`src/rtl/tx_cpl_pkg.sv`:
```
package tx_cpl_pkg;
    typedef enum logic [2:0] {
        ST_IDLE,
        ST_FETCH,
        ST_AWAIT,
        ST_POST,
        ST_PARKED
    } poster_state_t;

    localparam int FLAG_BIT = 31;

    function automatic logic [31:0] make_entry(input logic [7:0] grp);
        return {1'b0, 23'd0, grp};
    endfunction
endpackage

```
`src/rtl/tx_cpl_index.sv`:
```
module tx_cpl_index #(
    parameter int DEPTH = 256,
    localparam int IDX_W = (DEPTH > 1) ? $clog2(DEPTH) : 1
) (
    input  logic             clk,
    input  logic             rst_n,
    input  logic             advance,
    output logic [IDX_W-1:0] idx
);
    localparam logic [IDX_W-1:0] LAST = IDX_W'(DEPTH - 1);

    always_ff @(posedge clk) begin
        if (!rst_n) begin
            idx <= '0;
        end else if (advance) begin
            idx <= (idx == LAST) ? '0 : idx + 1'b1;
        end
    end

    AST_PTR_WRAP: assert property (@(posedge clk) disable iff (!rst_n)
        (advance && idx == LAST) |=> (idx == '0));
    AST_PTR_HOLD: assert property (@(posedge clk) disable iff (!rst_n)
        !advance |=> $stable(idx));
endmodule

```
`src/rtl/tx_cpl_irq.sv`:
```
module tx_cpl_irq (
    input  logic clk,
    input  logic rst_n,
    input  logic set_done,
    input  logic set_err,
    input  logic clr_done,
    input  logic clr_err,
    input  logic mask_done,
    input  logic mask_err,
    output logic done_pend,
    output logic err_pend,
    output logic irq
);
    always_ff @(posedge clk) begin
        if (!rst_n) begin
            done_pend <= 1'b0;
            err_pend  <= 1'b0;
        end else begin
            if (set_done) begin
                done_pend <= 1'b1;
            end else if (clr_done) begin
                done_pend <= 1'b0;
            end
            if (set_err) begin
                err_pend <= 1'b1;
            end else if (clr_err) begin
                err_pend <= 1'b0;
            end
        end
    end

    always_comb begin
        irq = (done_pend && !mask_done) || (err_pend && !mask_err);
    end

    AST_ERR_STICKY: assert property (@(posedge clk) disable iff (!rst_n)
        (err_pend && !clr_err) |=> err_pend);
    AST_SET_WINS: assert property (@(posedge clk) disable iff (!rst_n)
        set_err |=> err_pend);
    AST_IRQ_MASKED: assert property (@(posedge clk) disable iff (!rst_n)
        (mask_done && mask_err) |-> !irq);
endmodule

```
`src/rtl/tx_cpl_ring.sv`:
```
module tx_cpl_ring
    import tx_cpl_pkg::*;
#(
    parameter int DEPTH = 256,
    localparam int IDX_W = (DEPTH > 1) ? $clog2(DEPTH) : 1
) (
    input  logic        clk,
    input  logic        rst_n,
    input  logic [31:0] ring_base,
    input  logic        evt_valid,
    output logic        evt_ready,
    input  logic [7:0]  evt_group,
    input  logic        retry_pulse,
    output logic        mem_req_valid,
    input  logic        mem_req_ready,
    output logic        mem_req_write,
    output logic [31:0] mem_req_addr,
    output logic [31:0] mem_req_wdata,
    input  logic        mem_rsp_valid,
    input  logic [31:0] mem_rsp_rdata,
    input  logic        done_mask,
    input  logic        err_mask,
    input  logic        done_clr,
    input  logic        err_clr,
    output logic        done_pending,
    output logic        err_status,
    output logic        irq
);
    localparam int PAD_W = 32 - IDX_W - 2;

    poster_state_t    state_q, state_d;
    logic [7:0]       group_q;
    logic [IDX_W-1:0] idx;
    logic             advance;
    logic             set_err;
    logic             rsp_owned;

    always_comb begin
        rsp_owned = mem_rsp_rdata[FLAG_BIT];
    end

    always_comb begin
        state_d = state_q;
        unique case (state_q)
            ST_IDLE:   if (evt_valid)      state_d = ST_FETCH;
            ST_FETCH:  if (mem_req_ready)  state_d = ST_AWAIT;
            ST_AWAIT:  if (mem_rsp_valid)  state_d = rsp_owned ? ST_POST : ST_PARKED;
            ST_POST:   if (mem_req_ready)  state_d = ST_IDLE;
            ST_PARKED: if (retry_pulse)    state_d = ST_FETCH;
            default:                       state_d = ST_IDLE;
        endcase
    end

    always_ff @(posedge clk) begin
        if (!rst_n) begin
            state_q <= ST_IDLE;
            group_q <= '0;
        end else begin
            state_q <= state_d;
            if (state_q == ST_IDLE && evt_valid) begin
                group_q <= evt_group;
            end
        end
    end

    always_comb begin
        evt_ready     = (state_q == ST_IDLE);
        mem_req_valid = (state_q == ST_FETCH) || (state_q == ST_POST);
        mem_req_write = (state_q == ST_POST);
        mem_req_addr  = ring_base + {{PAD_W{1'b0}}, idx, 2'b00};
        mem_req_wdata = make_entry(group_q);
        advance       = (state_q == ST_POST) && mem_req_ready;
        set_err       = (state_q == ST_AWAIT) && mem_rsp_valid && !rsp_owned;
    end

    tx_cpl_index #(.DEPTH(DEPTH)) u_index (
        .clk     (clk),
        .rst_n   (rst_n),
        .advance (advance),
        .idx     (idx)
    );

    tx_cpl_irq u_irq (
        .clk       (clk),
        .rst_n     (rst_n),
        .set_done  (advance),
        .set_err   (set_err),
        .clr_done  (done_clr),
        .clr_err   (err_clr),
        .mask_done (done_mask),
        .mask_err  (err_mask),
        .done_pend (done_pending),
        .err_pend  (err_status),
        .irq       (irq)
    );

    AST_ONE_IN_FLIGHT: assert property (@(posedge clk) disable iff (!rst_n)
        (evt_valid && evt_ready) |=> !evt_ready);
    AST_REQ_STABLE: assert property (@(posedge clk) disable iff (!rst_n)
        (mem_req_valid && !mem_req_ready) |=>
            (mem_req_valid && $stable(mem_req_addr) && $stable(mem_req_write)));
    AST_ADDR_IN_RING: assert property (@(posedge clk) disable iff (!rst_n)
        mem_req_valid |-> ((mem_req_addr - ring_base) < 32'(DEPTH * 4)));
    AST_NO_BLIND_WRITE: assert property (@(posedge clk) disable iff (!rst_n)
        $rose(mem_req_valid && mem_req_write) |->
            $past(mem_rsp_valid && mem_rsp_rdata[FLAG_BIT]));
    AST_PARKED_QUIET: assert property (@(posedge clk) disable iff (!rst_n)
        (state_q == ST_PARKED) |-> (!mem_req_valid && !evt_ready));
    AST_DONE_AFTER_WRITE: assert property (@(posedge clk) disable iff (!rst_n)
        (mem_req_valid && mem_req_write && mem_req_ready) |=> done_pending);
endmodule

```
`config.mk`:
```
export PLATFORM = sky130hd
export DESIGN_NAME = tx_cpl_ring
export DESIGN_NICKNAME = d
export VERILOG_FILES = /design/src/rtl/tx_cpl_pkg.sv /design/src/rtl/tx_cpl_index.sv /design/src/rtl/tx_cpl_irq.sv /design/src/rtl/tx_cpl_ring.sv
export SDC_FILE = /design/constraint.sdc
export NUM_CORES = 1
export LEC_CHECK = 0
export CAP_MARGIN = 5
export CORE_ASPECT_RATIO = 0.5
export CORE_MARGIN = 2
export CORE_UTILIZATION = 34
export CTS_CLUSTER_SIZE = 40
export DETAILED_ROUTE_END_ITERATION = 6
export HOLD_SLACK_MARGIN = 0.05
export PLACE_DENSITY_LB_ADDON = 0.2
export SLEW_MARGIN = 20
export SYNTH_ARGS = -nofsm -noshare
export SYNTH_HDL_FRONTEND = slang
export SYNTH_HIERARCHICAL = 1
export SYNTH_SLANG_ARGS = --single-unit
export TNS_END_PERCENT = 50
```
`constraint.sdc`:
```
create_clock -name clk -period 2.8 [get_ports clk]
set_clock_uncertainty 0.2 [all_clocks]
set_input_delay 0.28 -clock clk [delete_from_list [all_inputs] [get_ports clk]]
set_output_delay 0.28 -clock clk [all_outputs]
set_load 0.02 [all_outputs]
```
---- Word-level counts from Yosys, hierarchy flattened ----
Index checks and enable logic that the tools add are counted.
word-level totals
  flip-flop bits (word level) ............. 21
  bits in read-only memories .............. 0
  memories kept ........................... 0
  latch bits .............................. 0
  memory bits (writable) .................. 0
cells by class
  mux-type cells .......................... 12
  div/mod/pow operators ................... 0
  add/subtract/negate cells ............... 2
  equality and inequality tests ........... 10
  multiply operators ...................... 0
  order comparisons ....................... 0
  reduce and logical (&&, ||, !) cells .... 15
  shift operators ......................... 0
  bitwise gates (word level) .............. 0
operator list
  operator                                                          count
  32-bit by 10-bit adder with 32-bit output                         1
  3-bit 2-to-1 mux                                                  6
  3-bit one-hot mux with 5 select lines                             1
  2-bit != test (second input constant)                             5
  8-bit by 1-bit adder with 8-bit output (second input constant)    1
  8-bit == test (second input constant)                             1
  8-bit 2-to-1 mux                                                  1
  3-bit by 2-bit == test with 1-bit output (second input constant)  2
  1-bit logical AND                                                 6
  5-bit AND reduction                                               1
  1-bit 2-to-1 mux                                                  4
  2-bit nonzero test                                                2
  3-bit by 1-bit == test with 1-bit output (second input constant)  1
  3-bit == test (second input constant)                             1
  1-bit zero test                                                   3
  3-bit zero test                                                   1
  1-bit logical OR                                                  2

---- Longest topological paths before layout ----
  depth after elaboration ................. 4
  depth in mapped cells ................... 8
  depth with buffers taken out ............ 8

---- Modules after synthesis ----
The synthesis kept the hierarchy.
by module, submodules not included
  module        area an instance (um2)  instances  cells each
  tx_cpl_ring   1536.5                  1          201
  tx_cpl_index  356.6                   1          40
  tx_cpl_irq    81.3                    1          9

---- Worst setup path after synthesis ----
Ideal clock, no wire load.
  path kind ............................... reg-to-output
  start point ............................. reg u_index.idx[0]
  end point ............................... out mem_req_addr[24]
  required time ........................... 2.320 ns
  stages on the path, launching flop included .. 9
  slack ................................... 0.182 ns
  arrival ................................. 2.138 ns
  path through ............................ dfxtp_1 -> ha_1 -> inv_1 -> fa_1 -> nand2b_1 -> a21oi_2 -> o211ai_4 -> nor3_2 -> xor2_1
on the way
  word-level cells in the longest chain between the ends .. 1
ends and longest elaborated chain
  item                                       RTL line            text
  start, declared                            tx_cpl_index.sv:8   output logic [IDX_W-1:0] idx
  start signal, assigned                     tx_cpl_index.sv:16  idx <= (idx == LAST) ? '0 : idx + 1'b1;
  32-bit by 10-bit adder with 32-bit output  tx_cpl_ring.sv:70   mem_req_addr = ring_base + {{PAD_W{1'b0}}, idx, 2'b00};
  end, declared                              tx_cpl_ring.sv:17   output logic [31:0] mem_req_addr,
No other way between the ends.

---- Worst setup path in the final report ----
  start point ............................. in ring_base[4]
  end point ............................... out mem_req_addr[15]
on the way
  word-level cells in the longest chain between the ends .. 1
ends and longest elaborated chain
  item                                       RTL line           text
  start, declared                            tx_cpl_ring.sv:9   input logic [31:0] ring_base,
  32-bit by 10-bit adder with 32-bit output  tx_cpl_ring.sv:70
No other way between the ends.

==> summary.md <==
| Metric | Value |
|---|---|
| Met3 usage | `0.0387` |
| Seq/Total Area, Yosys | `0.213` |
| Detailed Place HPWL | `~4.6 mm` |
| Most frequent cells after synthesis | `nand2_1, buf_4, dfxtp_1, xnor2_1, xor2_1` |
| DP Worst Slack | `-0.707 ns` |
| Initial DRC Count | `between 100 and 150` |
| Post-synth top area cell | `dfxtp_1` |
| # DRC | `0` |
| Worst-case reg-to-reg path depth | `5` |
| PortBufs | `92` |
| Synth warn | `6` |
| Pin count of the biggest net entering global routing | `16` |
| Hold Crit Depth | `2` |
| Antenna Cells | `0` |
| Worst rel slew slack | `0.660` |
| Vias in the first global route | `roughly 2,000` |
| # setup viols final | `0` |
| Root Driver | `clkbuf_16` |
| Fmax | `about 370 MHz` |
| Fraction of registers with async set/reset | `0` |
| Number of synthesized flops with an enable pin | `0` |
| Outcome | `finished, final reports clean` |
| Die footprint | `between 0.006 and 0.007 mm^2` |
| Syn-to-layout area delta | `61.9%` |
| Initial antenna violation count | `0` |
| CORE AREA | `around 0.0055 mm^2` |
| Maximum vdd drop | `roughly 0.45 mV` |
| Met2 usage | `0.332` |
| LEAKAGE | `1.37 nW` |
| RSZ-0062 raised after global routing | `yes` |
| Cell area after synthesis | `0.00197 mm^2` |
| Largest cells by area after synthesis | `dfxtp_1, buf_4, xnor2_1, nand2_1, xor2_1` |
| Clock Path Buffers | `2` |
| DR vias/cell | `4.70` |
| CTS H-Tree Depth | `1` |
| Post-DR wirelength/cell | `12.4 um` |
| Cells after Synth | `250` |
| Remaining Overflow, GRT | `0` |
| Global router's overall resource usage | `0.166` |
| Clk sinks | `21` |
| Top FF cell, synth | `dfxtp_1` |
| Met1 Usage GRT | `0.182` |
| Die Y | `roughly 58 um` |
| Mean Syn Cell Area | `roughly 7.9 um^2` |
| CTS Buf Count | `3` |
| Final Max Tran Viols | `0` |
| Hold/Removal Path Class | `reg -> reg` |
| Worst Tran Pin Value | `~0.51 ns` |
| First-pass GRT wire length | `about 9 mm` |
| Via count | `2,110` |
| Final worst slack | `0.0861 ns` |
| Setup total negative slack | `0 ns` |
| Pre-Repair DR Iteration Count | `4` |
| Multi-input logic area | `0.00145 mm^2` |
| Netlist cell types | `47` |
| Io pins | `about 150` |
| Post-route ant nets | `0` |
| Die W | `between 100 and 150 um` |
| WS Path Type | `in -> out` |
| Routed WL | `approximately 5.6 mm` |
| Count leader, synth | `nand2_1` |
| Crit end category | `output pin` |
| WP data required | `between 2 and 2.5 ns` |
| TritonCTS clock tree | `done` |
| # nets final | `about 470` |
| Routability-driven placement congestion ratio | `between 0.8 and 0.9` |
| PD cells | `338 mW/mm^2` |
| Synth top area share | `0.213` |
| Synth Register Bits | `21` |
| MaxCap Viol Count | `0` |
| Fraction of the cycle the final worst path needs | `0.969` |
| Busiest grt layer | `met2` |
| CP Max Fanout | `4` |
| CTS clock-pin slew for the worst setup and hold paths | `0.06 ns` |
| Final Hold Fails | `0` |
| Register area | `between 400 and 500 um^2` |
| Worst Setup Start Kind | `input port` |
| Critical Path AT | `around 2.2 ns` |
| Min cycle time layout | `~2.7 ns` |
| Starting Density | `0.356` |
| Cell row count | `19` |
| Clk_lat worst skew | `0.25 ns` |
| Share of cells above drive strength 1 | `0.237` |
| Filler instances | `522` |
state kept, by name, summed over array words and instances (netlist names):
name,cells
group_q,8
u_irq/err_pend,1
u_irq/done_pend,1
state_q,3
u_index/idx,8
metal layers:
layer	vias up	routed length [um]
met1	973	2260
met3	6	374
li1	1059	-
met5	-	0
met4	0	61
met2	72	2850
path summary, 6_finish.rpt:
| kind | from | endpoint | slack (ns) |
|---|---|---|---|
| max | ring_base[4] | mem_req_addr[15] | 0.09 |
| min | group_q[0] | group_q[0] | 0.26 |
| max reg2reg | state_q[0] | u_index/idx[7] | 0.45 |
| min reg2reg | group_q[0] | group_q[0] | 0.26 |
cell usage in the layout (no fill, tap or decap), types with 2 or more instances in the layout:
cell	netlist	final
nor2_2	1	2
ha_4	0	3
conb_1	1	24
a21boi_1	3	3
dlygate4sd2_1	0	5
a21o_1	2	2
buf_4	28	44
or3_1	2	2
nand2_1	33	33
nor2_1	11	10
buf_2	4	14
o21ai_0	4	4
and3_1	6	6
nand3_1	9	9
nand4_2	2	2
a21oi_1	13	13
clkbuf_16	0	3
o211ai_1	2	2
inv_1	8	7
nand2b_1	5	4
and4_1	2	2
o31ai_1	2	2
and2_1	4	4
nand4_1	5	5
ha_1	9	6
o21a_1	4	4
a21boi_0	6	6
dfxtp_1	21	20
mux2i_1	3	3
clkdlybuf4s50_1	0	65
inv_2	1	2
xor2_1	14	14
nor3_2	6	6
nor2b_1	5	5
clkbuf_2	0	3
xnor2_1	18	17
layout make-up:
class / count / share of cell area
repair buffers: 132 / 0.351
inverters: 9 / 0.0106
flip-flops and latches: 21 / 0.132
multi-input cells: 210 / 0.453
well taps: 73 / 0.0286
clock buffers: 4 / 0.0247
stage by stage:
stage | hold WS [ns] | power [W] | instance area, um^2 | std cells | utilization
after detailed placement | 0.261 | 0.000797 | 3120 | 443 | 0.564
final | 0.264 | 0.00108 | 3200 | 449 | 0.577
after floorplan | 0.198 | 0.000602 | 2060 | 273 | -
after global placement | 0.244 | 0.000789 | 3120 | 443 | 0.564
after global routing | 0.298 | 0.00114 | 3200 | 449 | 0.577
after CTS | 0.270 | 0.00109 | 3220 | 449 | 0.582
cell families (layout without fill, tap and decap cells):
| logic type | after synthesis | after routing | synth area share |
|---|---|---|---|
| compound gates | 43 | 43 | 0.148 |
| xor+xnor | 32 | 32 | 0.142 |
| fa+ha+maj | 10 | 10 | 0.0672 |
| buf+inv | 42 | 145 | 0.136 |
| flops | 21 | 21 | 0.213 |
| mux | 3 | 3 | 0.0152 |
| other cells | 1 | 24 | 0.00190 |
| simple gates | 98 | 98 | 0.277 |
critical path, stage by stage:
cell and delay, ns:
clkdlybuf4s50_1 0.46, ha_4 0.32, o211ai_1 0.09, o21a_1 0.25, o21ai_4 0.21, buf_4 0.15
nand3_1 0.08, xnor2_1 0.21, buf_4 0.19
what timing repair did:
action	CTS	global route
setup buffers	2	0
gates resized for setup	86	28
hold buffers	0	0
pin swaps	7	11
setup endpoints to repair	26	23
power by group:
part | switching, W | total (W) | internal, W | leakage, nW
logic | 0.000223 | 0.000430 | 0.000207 | 1.16
clock network | 0.000106 | 0.000300 | 0.000194 | 0.0382
registers | 0.0000267 | 0.000350 | 0.000323 | 0.171
total | 0.000356 | 0.00108 | 0.000724 | 1.37
Note: power is estimated with default switching activity, not from simulation.
